**src/rtl/wzsPkg.sv**
```systemverilog
package wzsPkg;

  typedef logic [11:0] idx_t;

  typedef enum logic [2:0] {
    ST_IDLE,
    ST_CAPT,
    ST_SCAN,
    ST_SETTLE,
    ST_DECIDE,
    ST_EMIT,
    ST_FOOT
  } wzsState_t;

  typedef struct packed {
    logic clr;
    logic start;
    logic wrEn;
    idx_t wrAddr;
    logic rdEn;
    idx_t rdAddr;
    logic scanRd;
    logic emitRd;
    logic footStb;
  } wzsStrobe_t;

endpackage

```
**src/rtl/wzs_ctrl.sv**
```systemverilog
module wzs_ctrl
  import wzsPkg::*;
#(
  parameter int DEPTH = 256
) (
  input  logic       clk,
  input  logic       rstN,
  input  logic       softRst,
  input  logic       inValid,
  input  logic       inStart,
  input  logic       inEnd,
  input  logic       keepBit,
  input  idx_t       keepLast,
  output wzsStrobe_t stb,
  output idx_t       nLast
);

  wzsState_t state;
  idx_t      wrCnt;
  idx_t      rdCnt;
  logic      startNow;

  assign startNow = (state == ST_IDLE) && inValid && inStart && !softRst;

  always_comb begin
    stb         = '0;
    stb.clr     = softRst;
    stb.start   = startNow;
    stb.wrEn    = !softRst && inValid &&
                  ((state == ST_IDLE && inStart) || state == ST_CAPT);
    stb.wrAddr  = (state == ST_IDLE) ? '0 : wrCnt;
    stb.scanRd  = (state == ST_SCAN) && !softRst;
    stb.emitRd  = (state == ST_EMIT) && !softRst;
    stb.rdEn    = stb.scanRd || stb.emitRd;
    stb.rdAddr  = rdCnt;
    stb.footStb = (state == ST_FOOT) && !softRst;
  end

  always_ff @(posedge clk or negedge rstN) begin
    if (!rstN) begin
      state <= ST_IDLE;
      wrCnt <= '0;
      rdCnt <= '0;
      nLast <= '0;
    end else if (softRst) begin
      state <= ST_IDLE;
      wrCnt <= '0;
      rdCnt <= '0;
    end else begin
      unique case (state)
        ST_IDLE: begin
          if (startNow) begin
            wrCnt <= idx_t'(1);
            rdCnt <= '0;
            if (inEnd) begin
              nLast <= '0;
              state <= ST_SCAN;
            end else begin
              state <= ST_CAPT;
            end
          end
        end
        ST_CAPT: begin
          if (inValid) begin
            wrCnt <= wrCnt + idx_t'(1);
            if (inEnd) begin
              nLast <= wrCnt;
              rdCnt <= '0;
              state <= ST_SCAN;
            end
          end
        end
        ST_SCAN: begin
          rdCnt <= rdCnt + idx_t'(1);
          if (rdCnt == nLast) state <= ST_SETTLE;
        end
        ST_SETTLE: state <= ST_DECIDE;
        ST_DECIDE: begin
          rdCnt <= '0;
          state <= keepBit ? ST_EMIT : ST_FOOT;
        end
        ST_EMIT: begin
          rdCnt <= rdCnt + idx_t'(1);
          if (rdCnt == keepLast) state <= ST_FOOT;
        end
        ST_FOOT: state <= ST_IDLE;
        default: state <= ST_IDLE;
      endcase
    end
  end

  // Replay only happens for a kept waveform.
  assert_emit_needs_keep_R5: assert property (@(posedge clk) disable iff (!rstN)
    (state == ST_EMIT) |-> keepBit);

  // Replay never runs past the final captured sample.
  assert_emit_in_range_R4: assert property (@(posedge clk) disable iff (!rstN)
    (state == ST_EMIT) |-> (rdCnt <= nLast));

  // Abort drives the sequencer back to idle.
  assert_abort_idles_R9: assert property (@(posedge clk) disable iff (!rstN)
    softRst |=> (state == ST_IDLE));

endmodule

```
**src/rtl/wzs_datapath.sv**
```systemverilog
module wzs_datapath
  import wzsPkg::*;
#(
  parameter int DEPTH     = 256,
  parameter int BASE_LOG2 = 3
) (
  input  logic        clk,
  input  logic        rstN,
  input  wzsStrobe_t  stb,
  input  logic [15:0] inSample,
  input  logic [15:0] threshold,
  input  logic [31:0] ctrlWord,
  input  idx_t        nLast,
  output logic        keepBit,
  output idx_t        keepLast,
  output logic        outValid,
  output logic        outIsFooter,
  output logic [31:0] outData
);

  localparam int AW     = (DEPTH > 1) ? $clog2(DEPTH) : 1;
  localparam int ACCW   = 16 + BASE_LOG2;
  localparam int BASE_N = 1 << BASE_LOG2;

  logic [15:0]      mem [DEPTH];
  logic [15:0]      rdData;
  logic [ACCW-1:0]  accum;
  logic [15:0]      baseline;
  logic             enQ, forceQ;
  idx_t             keepMoreQ;
  logic [15:0]      thrQ;
  logic             scanQ, emitQ, footQ;
  idx_t             rdAddrQ;
  logic             sigFound;
  idx_t             lastSig;
  logic signed [16:0] diff;
  logic [16:0]      mag;
  logic             sigNow;
  logic [12:0]      tailSum;
  idx_t             tailClamped;

  // Sample buffer
  always_ff @(posedge clk) begin
    if (stb.wrEn) mem[stb.wrAddr[AW-1:0]] <= inSample;
    if (stb.rdEn) rdData <= mem[stb.rdAddr[AW-1:0]];
  end

  // Baseline accumulation and settings capture
  always_ff @(posedge clk or negedge rstN) begin
    if (!rstN) begin
      accum     <= '0;
      enQ       <= 1'b0;
      forceQ    <= 1'b0;
      keepMoreQ <= '0;
      thrQ      <= '0;
    end else begin
      if (stb.start) begin
        accum     <= {{BASE_LOG2{inSample[15]}}, inSample};
        enQ       <= ctrlWord[0];
        forceQ    <= ctrlWord[1];
        keepMoreQ <= ctrlWord[27:16];
        thrQ      <= threshold;
      end else if (stb.wrEn && (stb.wrAddr < idx_t'(BASE_N))) begin
        accum <= accum + {{BASE_LOG2{inSample[15]}}, inSample};
      end
    end
  end

  assign baseline = accum[ACCW-1:BASE_LOG2];

  // Significance test
  always_comb begin
    diff   = $signed({rdData[15], rdData}) - $signed({baseline[15], baseline});
    mag    = diff[16] ? 17'(-diff) : 17'(diff);
    sigNow = $signed({1'b0, mag}) > $signed({{2{thrQ[15]}}, thrQ});
  end

  // Pipeline flags and significance tracking
  always_ff @(posedge clk or negedge rstN) begin
    if (!rstN) begin
      scanQ    <= 1'b0;
      emitQ    <= 1'b0;
      footQ    <= 1'b0;
      rdAddrQ  <= '0;
      sigFound <= 1'b0;
      lastSig  <= '0;
    end else if (stb.clr) begin
      scanQ    <= 1'b0;
      emitQ    <= 1'b0;
      footQ    <= 1'b0;
      sigFound <= 1'b0;
    end else begin
      scanQ <= stb.scanRd;
      emitQ <= stb.emitRd;
      footQ <= stb.footStb;
      if (stb.rdEn) rdAddrQ <= stb.rdAddr;
      if (stb.start) begin
        sigFound <= 1'b0;
        lastSig  <= '0;
      end else if (scanQ && enQ && sigNow) begin
        sigFound <= 1'b1;
        lastSig  <= rdAddrQ;
      end
    end
  end

  // Keep decision
  always_comb begin
    tailSum     = {1'b0, lastSig} + {1'b0, keepMoreQ};
    tailClamped = (tailSum > {1'b0, nLast}) ? nLast : tailSum[11:0];
    if (!enQ) begin
      keepBit  = 1'b1;
      keepLast = nLast;
    end else if (sigFound) begin
      keepBit  = 1'b1;
      keepLast = tailClamped;
    end else if (forceQ) begin
      keepBit  = 1'b1;
      keepLast = nLast;
    end else begin
      keepBit  = 1'b0;
      keepLast = '0;
    end
  end

  assign outValid    = emitQ || footQ;
  assign outIsFooter = footQ;
  assign outData     = footQ ? {2'b11, enQ, keepBit, keepLast, baseline}
                             : {16'h0000, rdData};

  // Abort silences the output from the next cycle.
  assert_abort_silences_R9: assert property (@(posedge clk) disable iff (!rstN)
    stb.clr |=> !outValid);

  // A footer is never followed directly by another footer.
  assert_single_footer_R8: assert property (@(posedge clk) disable iff (!rstN)
    footQ |=> !footQ);

  // Replayed samples advance by one index per cycle.
  assert_ascending_order_R11: assert property (@(posedge clk) disable iff (!rstN)
    (emitQ && $past(emitQ)) |-> (rdAddrQ == $past(rdAddrQ) + idx_t'(1)));

endmodule

```
**src/rtl/wave_zero_suppress.sv**
```systemverilog
module wave_zero_suppress
  import wzsPkg::*;
#(
  parameter int DEPTH     = 256,
  parameter int BASE_LOG2 = 3
) (
  input  logic        clk,
  input  logic        rstN,
  input  logic        inValid,
  input  logic        inStart,
  input  logic        inEnd,
  input  logic [15:0] inSample,
  input  logic [15:0] threshold,
  input  logic [31:0] ctrlWord,
  output logic        outValid,
  output logic        outIsFooter,
  output logic [31:0] outData
);

  wzsStrobe_t stb;
  idx_t       nLast;
  idx_t       keepLast;
  logic       keepBit;

  wzs_ctrl #(.DEPTH(DEPTH)) ctrl_i (
    .clk      (clk),
    .rstN     (rstN),
    .softRst  (ctrlWord[31]),
    .inValid  (inValid),
    .inStart  (inStart),
    .inEnd    (inEnd),
    .keepBit  (keepBit),
    .keepLast (keepLast),
    .stb      (stb),
    .nLast    (nLast)
  );

  wzs_datapath #(.DEPTH(DEPTH), .BASE_LOG2(BASE_LOG2)) dp_i (
    .clk         (clk),
    .rstN        (rstN),
    .stb         (stb),
    .inSample    (inSample),
    .threshold   (threshold),
    .ctrlWord    (ctrlWord),
    .nLast       (nLast),
    .keepBit     (keepBit),
    .keepLast    (keepLast),
    .outValid    (outValid),
    .outIsFooter (outIsFooter),
    .outData     (outData)
  );

  // Every footer carries its two marker bits.
  assert_footer_marker_R7: assert property (@(posedge clk) disable iff (!rstN)
    outIsFooter |-> (outValid && outData[31:30] == 2'b11));

endmodule

```
**config.mk**
```make
export PLATFORM = sky130hd
export DESIGN_NAME = wave_zero_suppress
export DESIGN_NICKNAME = d
export VERILOG_FILES = /design/src/rtl/wzsPkg.sv /design/src/rtl/wzs_ctrl.sv /design/src/rtl/wzs_datapath.sv /design/src/rtl/wave_zero_suppress.sv
export SDC_FILE = /design/constraint.sdc
export NUM_CORES = 2
export LEC_CHECK = 0
export BUFFER_PORTS_ARGS = -buffer_cell sky130_fd_sc_hd__buf_4
export CORE_UTILIZATION = 44
export DETAILED_ROUTE_END_ITERATION = 16
export HOLD_SLACK_MARGIN = 0.08
export PLACE_DENSITY = 0.56
export SETUP_SLACK_MARGIN = 0.4
export SLEW_MARGIN = 20
export SYNTH_ARGS = -nofsm -noshare
export SYNTH_HDL_FRONTEND = slang
export SYNTH_HIERARCHICAL = 1
export SYNTH_SLANG_ARGS = --single-unit
```
**constraint.sdc**
```tcl
create_clock -name clk -period 8.6 [get_ports clk]
set_clock_uncertainty 0.05 [all_clocks]
set_input_delay 0.86 -clock clk [delete_from_list [all_inputs] [get_ports clk]]
set_output_delay 0.86 -clock clk [all_outputs]
set_load 0.005 [all_outputs]
```
* Word-level counts from Yosys, hierarchy flattened
Memory sizes are Yosys's and may differ from the RTL's. A register that Yosys moved wholly into a read port is not among the register bits.
Index checks and enable logic that the tools add are counted.
** Word-level totals
- Memories :: 1
- Word-level logic and storage cells :: 117
- RAM bits :: 4096
- Output and inout bits :: 34
- Register bits :: 116
** Cells by class
- Bitwise logic cells :: 1
- Add/sub/neg operators :: 6
- Equality and inequality tests :: 17
- Reductions and logical operators :: 30
- Mux-type cells :: 44
- Magnitude comparators :: 3
** Memory list
- dp_i.mem :: words 256, width 16, read ports 1, clocked after Yosys merged registers in 1, wr ports 1, line wzs_datapath.sv:25 : logic [15:0] mem [DEPTH];
** Operators with widths (number)
- $mux W12 :: 17
- $pmux W12 S2 :: 2
- $pmux W12 S4 :: 1
- $mux W19 :: 2
- $mux W32 :: 1
- $add A12 B1 Y12 const B :: 2
- $eq A12 B12 Y1 :: 2
- $add A19 B19 Y19 :: 1
- $gt A18 B16 Y1 :: 1
- $mux W3 :: 6
- $pmux W3 S6 :: 1
- $mux W17 :: 1
- $neg A17 Y17 :: 1
- $sub A16 B16 Y17 :: 1
- $add A12 B12 Y13 :: 1
- $gt A13 B12 Y1 :: 1
- $logic_and A1 B1 Y1 :: 12
- $lt A12 B4 Y1 const B :: 1
- $ne A3 B3 Y1 const B :: 4
- $mux W1 :: 11
- $eq A3 B3 Y1 const B :: 3
- $eq A3 B2 Y1 const B :: 2
- $ne A2 B2 Y1 const B :: 3
- $reduce_and A6 Y1 :: 1
- 16 further kinds :: 23

* Longest topological paths before layout
- Depth in word-level cells :: 9
- Mapped depth :: 24
- Depth with buffers taken out :: 23

* Modules after synthesis
The synthesis kept the hierarchy.
** By module, submodules not included
- wzs_datapath :: times used 1, area an instance 163475.5 µm², seq. area each 125405.3 µm², cells an instance 6911
- wzs_ctrl :: times used 1, area an instance 2398.6 µm², seq. area each 975.9 µm², cells an instance 281

* Worst setup path before layout
No wires, ideal clock.
- Path kind :: reg-to-output
- Start point :: reg dp_i.keepMoreQ[0]
- End point :: out outData[27]
- Data arrival time :: 4.117 ns
- Cell stages (with the launch flop) :: 19
- Slack :: 3.573 ns
- Buffers on the path :: 1
- Path through :: dfrtp_1 ha_1 fa_1 a21o_1 a21oi_1 o21bai_1 a31oi_1 o21bai_1 xor2_1 ha_1 a21oi_1 nor2b_1 o21ai_0 or4b_2 o21ai_0 nand4_1 buf_1 or2_2 a21boi_0
** Between the ends
- Cells in the longest elaborated chain, start to end :: 6
** RTL lines
- start: declaration :: line wzs_datapath.sv:30 : idx_t keepMoreQ;
- start signal: assignment :: line wzs_datapath.sv:61 : keepMoreQ <= ctrlWord[27:16];
- $add A12 B12 Y13 * :: line wzs_datapath.sv:109 : tailSum = {1'b0, lastSig} + {1'b0, keepMoreQ};
- $gt A13 B12 Y1 :: line wzs_datapath.sv:110 : tailClamped = (tailSum > {1'b0, nLast}) ? nLast : tailSum[11:0];
- $mux W12 * :: line wzs_datapath.sv:110
- $mux W12 * :: line wzs_datapath.sv:114 : end else if (sigFound) begin
- $mux W12 * :: line wzs_datapath.sv:111 : if (!enQ) begin
- $mux W32 * :: line wzs_datapath.sv:128 : assign outData = footQ ? {2'b11, enQ, keepBit, keepLast, baseline}
- end: declaration :: line wave_zero_suppress.sv:17 : output logic [31:0] outData
Every way passes the cells marked *; elsewhere a longest branch is shown, timed or not.

* Worst setup path after layout
- Start point :: reg dp_i.lastSig[0]
- End point :: out outData[27]
** Between the ends
- Cells in the longest elaborated chain, start to end :: 6
** RTL lines
- start: declaration :: line wzs_datapath.sv:35 : idx_t lastSig;
- start signal: assignment :: line wzs_datapath.sv:102 : lastSig <= rdAddrQ;
- $add A12 B12 Y13 * :: line wzs_datapath.sv:109
- $gt A13 B12 Y1 :: line wzs_datapath.sv:110
- $mux W12 * :: line wzs_datapath.sv:110
- $mux W12 * :: line wzs_datapath.sv:114
- $mux W12 * :: line wzs_datapath.sv:111
- $mux W32 * :: line wzs_datapath.sv:128
Marks and branches as above.

==> summary.txt <==
Layout
  • Multi-input gate area: 38,100 um^2
  • Fill count: 29.3k
  • Seq. cell area: 126,000 um^2
  • # nets final: 7,886
  • Final design utilization: 0.504
  • Area Overhead vs Synth: 14.1%
  • Non-Filler Instances: 13.1k
  • Layout cells sized above 1: 0.326

Global route
  • First-pass GRT wire length: 615,000 um
  • Grt peak-use layer: met2
  • Grt met3 use: 0.0411
  • Largest net degree at the start of global routing: 176
  • GR Util met2: 0.372
  • Initial antenna violation count: 30
  • GRT met1 Usage: 0.324
  • GRT Residual Overflow: 0
  • GRT Total Usage: 0.229
  • Vias in the first global route: 79.7k

STA
  • Minimum clock period: 7.05 ns
  • Min Hold Slack: 0.180 ns
  • Setup violators final: 0
  • Max-slew violations: 0
  • Final hold vios: 0
  • Pin slew with the least headroom to its limit: 1.21 ns
  • Unrepaired setup endpoints after global routing: false
  • Total Neg Setup Slack: 0 ns
  • Fmax: 142 MHz
  • Final Cycle Share: 0.820
  • Slew HR: 0.194

Clock network
  • Root buffer cell: clkbuf_16
  • Htree depth: 5
  • CTS clk-pin slew, worst paths: 0.06 ns
  • Clock sinks: 4,228
  • Max clock buf depth: 4
  • Clock Latency Late Sink: 0.97 ns
  • TritonCTS buffer count: 434
  • CTS tree: yes
  • CTS resizes: 0

Setup path
  • CP required: 7.69 ns
  • Arrival time worst endpoint: 6.14 ns
  • Worst-path fanout max: 12
  • Critical path launch point type: flip-flop
  • CP Capture Type: output pin
  • Critical Path Max Stage Delay: 0.59 ns
  • Critical path type: reg -> out
  • Worst-path cell chain: ha_1 -> fa_1 -> a21o_1 -> a21oi_1 -> o21bai_1 -> a31oi_1 -> o21bai_1 -> xor2_1 -> ha_1 -> a21oi_1 -> nor2b_1 -> o21ai_0 -> or4b_2 -> o21ai_0 -> nand4_1 -> or2_2 -> a21boi_0 -> buf_4
  • Worst path slowest cell: or4b_2

Power
  • Total power: 47,000 uW
  • Worst IR Drop VDD: 0.000170 V
  • Power Density: 248 nW/um^2
  • Leakage power: 0.0578 uW

Routing
  • DRC Markers: 0
  • Drt total wl: 434,000 um
  • Post-DR vias/cell: 5.96
  • Routed Antenna Nets: 0
  • Vias: 78.2k
  • WL/cell: 33.2 um
  • Drt first pass iters: 7
  • DR iter-0 viols: 9,088

Synth
  • Seq/Total Area, Yosys: 0.762
  • Post-synthesis compound-gate area fraction: 0.0110
  • EDFF count, synth: 4,112
  • Mapped Nets: 7,341
  • Post-Synth XOR/XNOR Area: 0.00364
  • Largest area contributor in the netlist: edfxtp_1
  • Yosys warns: 6
  • Post-Syn Area: 166,000 um^2
  • Yosys reg bits: 4,228
  • Top cells by area in the synthesized netlist: edfxtp_1 (74%), mux4_2 (18%), dfrtp_1 (1.7%)
  • Post-synth top area share: 0.744
  • Synthesized area per cell: 23.1 um^2
  • Adder-Cell Fraction of Synth Area: 0.00617
  • Number of cells produced by synthesis: 7,192
  • Unique cell type count in the Yosys netlist: 74
  • Post-synth top flop: edfxtp_1
  • Synth Area in Simple Gates: 0.0178
  • Mux contribution to synthesized area: 0.188
  • Largest family of logic cells by synthesized area: multiplexers
  • Async set or reset register ratio after synthesis: 0.0274

Placed design
  • Final HPWL DP: 254,000 um
  • Port Buffers: 85
  • Placed cells: 12.3k
  • Gpl congestion: 0.810

Flow run
  • # Max-Cap Violations: 0

Die
  • Std-Cell Rows: 225
  • Die X: 616 um
  • Core area: 375,000 um^2
  • Area of the die: 379,000 um^2
  • IO Count: 103
  • Die Y: 616 um
  • Initial Utilization: 0.442

Worst hold path
  • Hold WC Path Type: in -> reg

Run status
  • Run status: finished, final reports clean
[kinds of logic (layout without fill, tap and decap cells)]
kind of cell / after synthesis / count (layout)
AO/OA/AOI/OAI: 293 / 293
XOR/XNOR: 69 / 69
adder cells (fa/ha/maj): 80 / 80
buffers and inverters: 463 / 1372
flip-flops: 4228 / 4228
multiplexers: 1416 / 1416
other: 0 / 9
AND/OR/NAND/NOR: 643 / 643
[layout by cell type (no fill, tap or decap), types with 10 or more instances in the layout]
cell type	count
a21o_1	20
a21oi_1	69
a22o_1	14
a31oi_1	12
and2_1	23
and3_1	14
buf_12	28
buf_4	423
buf_8	16
bufinv_16	41
clkbuf_1	85
clkbuf_16	440
clkinv_1	112
clkinv_2	78
clkinv_8	10
clkinvlp_4	16
dfrtp_1	109
dlygate4sd3_1	31
edfxtp_1	4112
ha_1	77
inv_1	70
mux2_2	52
mux4_2	1360
nand2_1	117
nand3_1	34
nand4_1	21
nor2_1	212
nor2_2	81
nor2_4	23
nor2b_1	35
nor3_1	16
nor4_1	11
o21a_1	10
o21ai_0	102
or2_2	11
xnor2_1	32
xor2_1	37
[synthesized netlist by cell type (59+ instances only)]
library cell / instances
a21oi_1: 69
buf_1: 88
buf_2: 59
clkbuf_1: 239
dfrtp_1: 116
edfxtp_1: 4112
ha_1: 77
inv_1: 70
mux4_2: 1360
nand2_1: 117
nor2_1: 316
o21ai_0: 102
[per-stage QoR]
stage | setup WS, ns | area [um^2]
2_1_floorplan | 3.57 | 166000
3_3_place_gp | 2.55 | 175000
3_5_place_dp | 2.57 | 175000
4_1_cts | 1.49 | 189000
5_1_grt | 1.17 | 189000
6_report | 1.55 | 189000
[metal layers]
metal | wire [um] | up-vias
met2 | 212000 | 2766
met5 | 27 | -
met3 | 32200 | 521
li1 | - | 31758
met1 | 180000 | 43107
met4 | 10400 | 4
[power by group]
| part | leakage [uW] | switching [uW] | internal, uW | total (uW) |
|---|---|---|---|---|
| sequential | 0.0385 | 165 | 22700 | 22900 |
| combinational | 0.0126 | 3030 | 2570 | 5600 |
| clock | 0.00677 | 7890 | 10600 | 18500 |
| total | 0.0578 | 11100 | 35900 | 47000 |
[repair_timing]
item,CTS,global route
endpoints found under the hold margin,88,0
buffers inserted,0,0
hold buffers,31,0
[sequential cells by signal, indices dropped and copies added, names as in the netlist]
| signal | count |
|---|---|
| dp_i/outIsFooter | 1 |
| dp_i/thrQ | 16 |
| dp_i/rdData | 16 |
| dp_i/enQ | 1 |
| dp_i/mem | 4096 |
| dp_i/sigFound | 1 |
| dp_i/forceQ | 1 |
| dp_i/accum | 19 |
| ctrl_i/wrCnt | 12 |
| dp_i/lastSig | 12 |
| ctrl_i/nLast | 12 |
| dp_i/keepMoreQ | 12 |
| dp_i/rdAddrQ | 12 |
| ctrl_i/state | 3 |
| ctrl_i/rdCnt | 12 |
| dp_i/emitQ | 1 |
| dp_i/scanQ | 1 |
[critical path: cells and delay by family, from the launching register on]
| family | cells | cell delay, ns |
|---|---|---|
| xor+xnor | 1 | 0.20 |
| compound gates | 9 | 1.73 |
| fa+ha+maj | 3 | 0.92 |
| simple gates | 4 | 1.74 |
| buf+inv | 1 | 0.19 |
| flops | 1 | 0.42 |
[cell type report]
class	count	area share
antenna	9	0.000119
clock buffer	527	0.0600
clock inverter	273	0.0134
inverter	70	0.00139
multi-input combinational	2501	0.201
sequential	4228	0.668
tap	4994	0.0330
timing repair buffer	502	0.0230
[worst paths after layout]
check	startpoint	endpoint	slack, ns	cells past startpoint
max in group asynchronous	rstN	ctrl_i/rdCnt[4]	6.61	3
min in group asynchronous	rstN	dp_i/accum[17]	0.47	2
min	ctrlWord[31]	ctrl_i/state[2]	0.18	2
max reg2reg	dp_i/lastSig[0]	ctrl_i/state[0]	2.67	22
min reg2reg	dp_i/rdAddrQ[4]	dp_i/lastSig[4]	0.43	1
max	dp_i/lastSig[0]	outData[27]	1.55	18
Power figures use the tool's default switching activity.
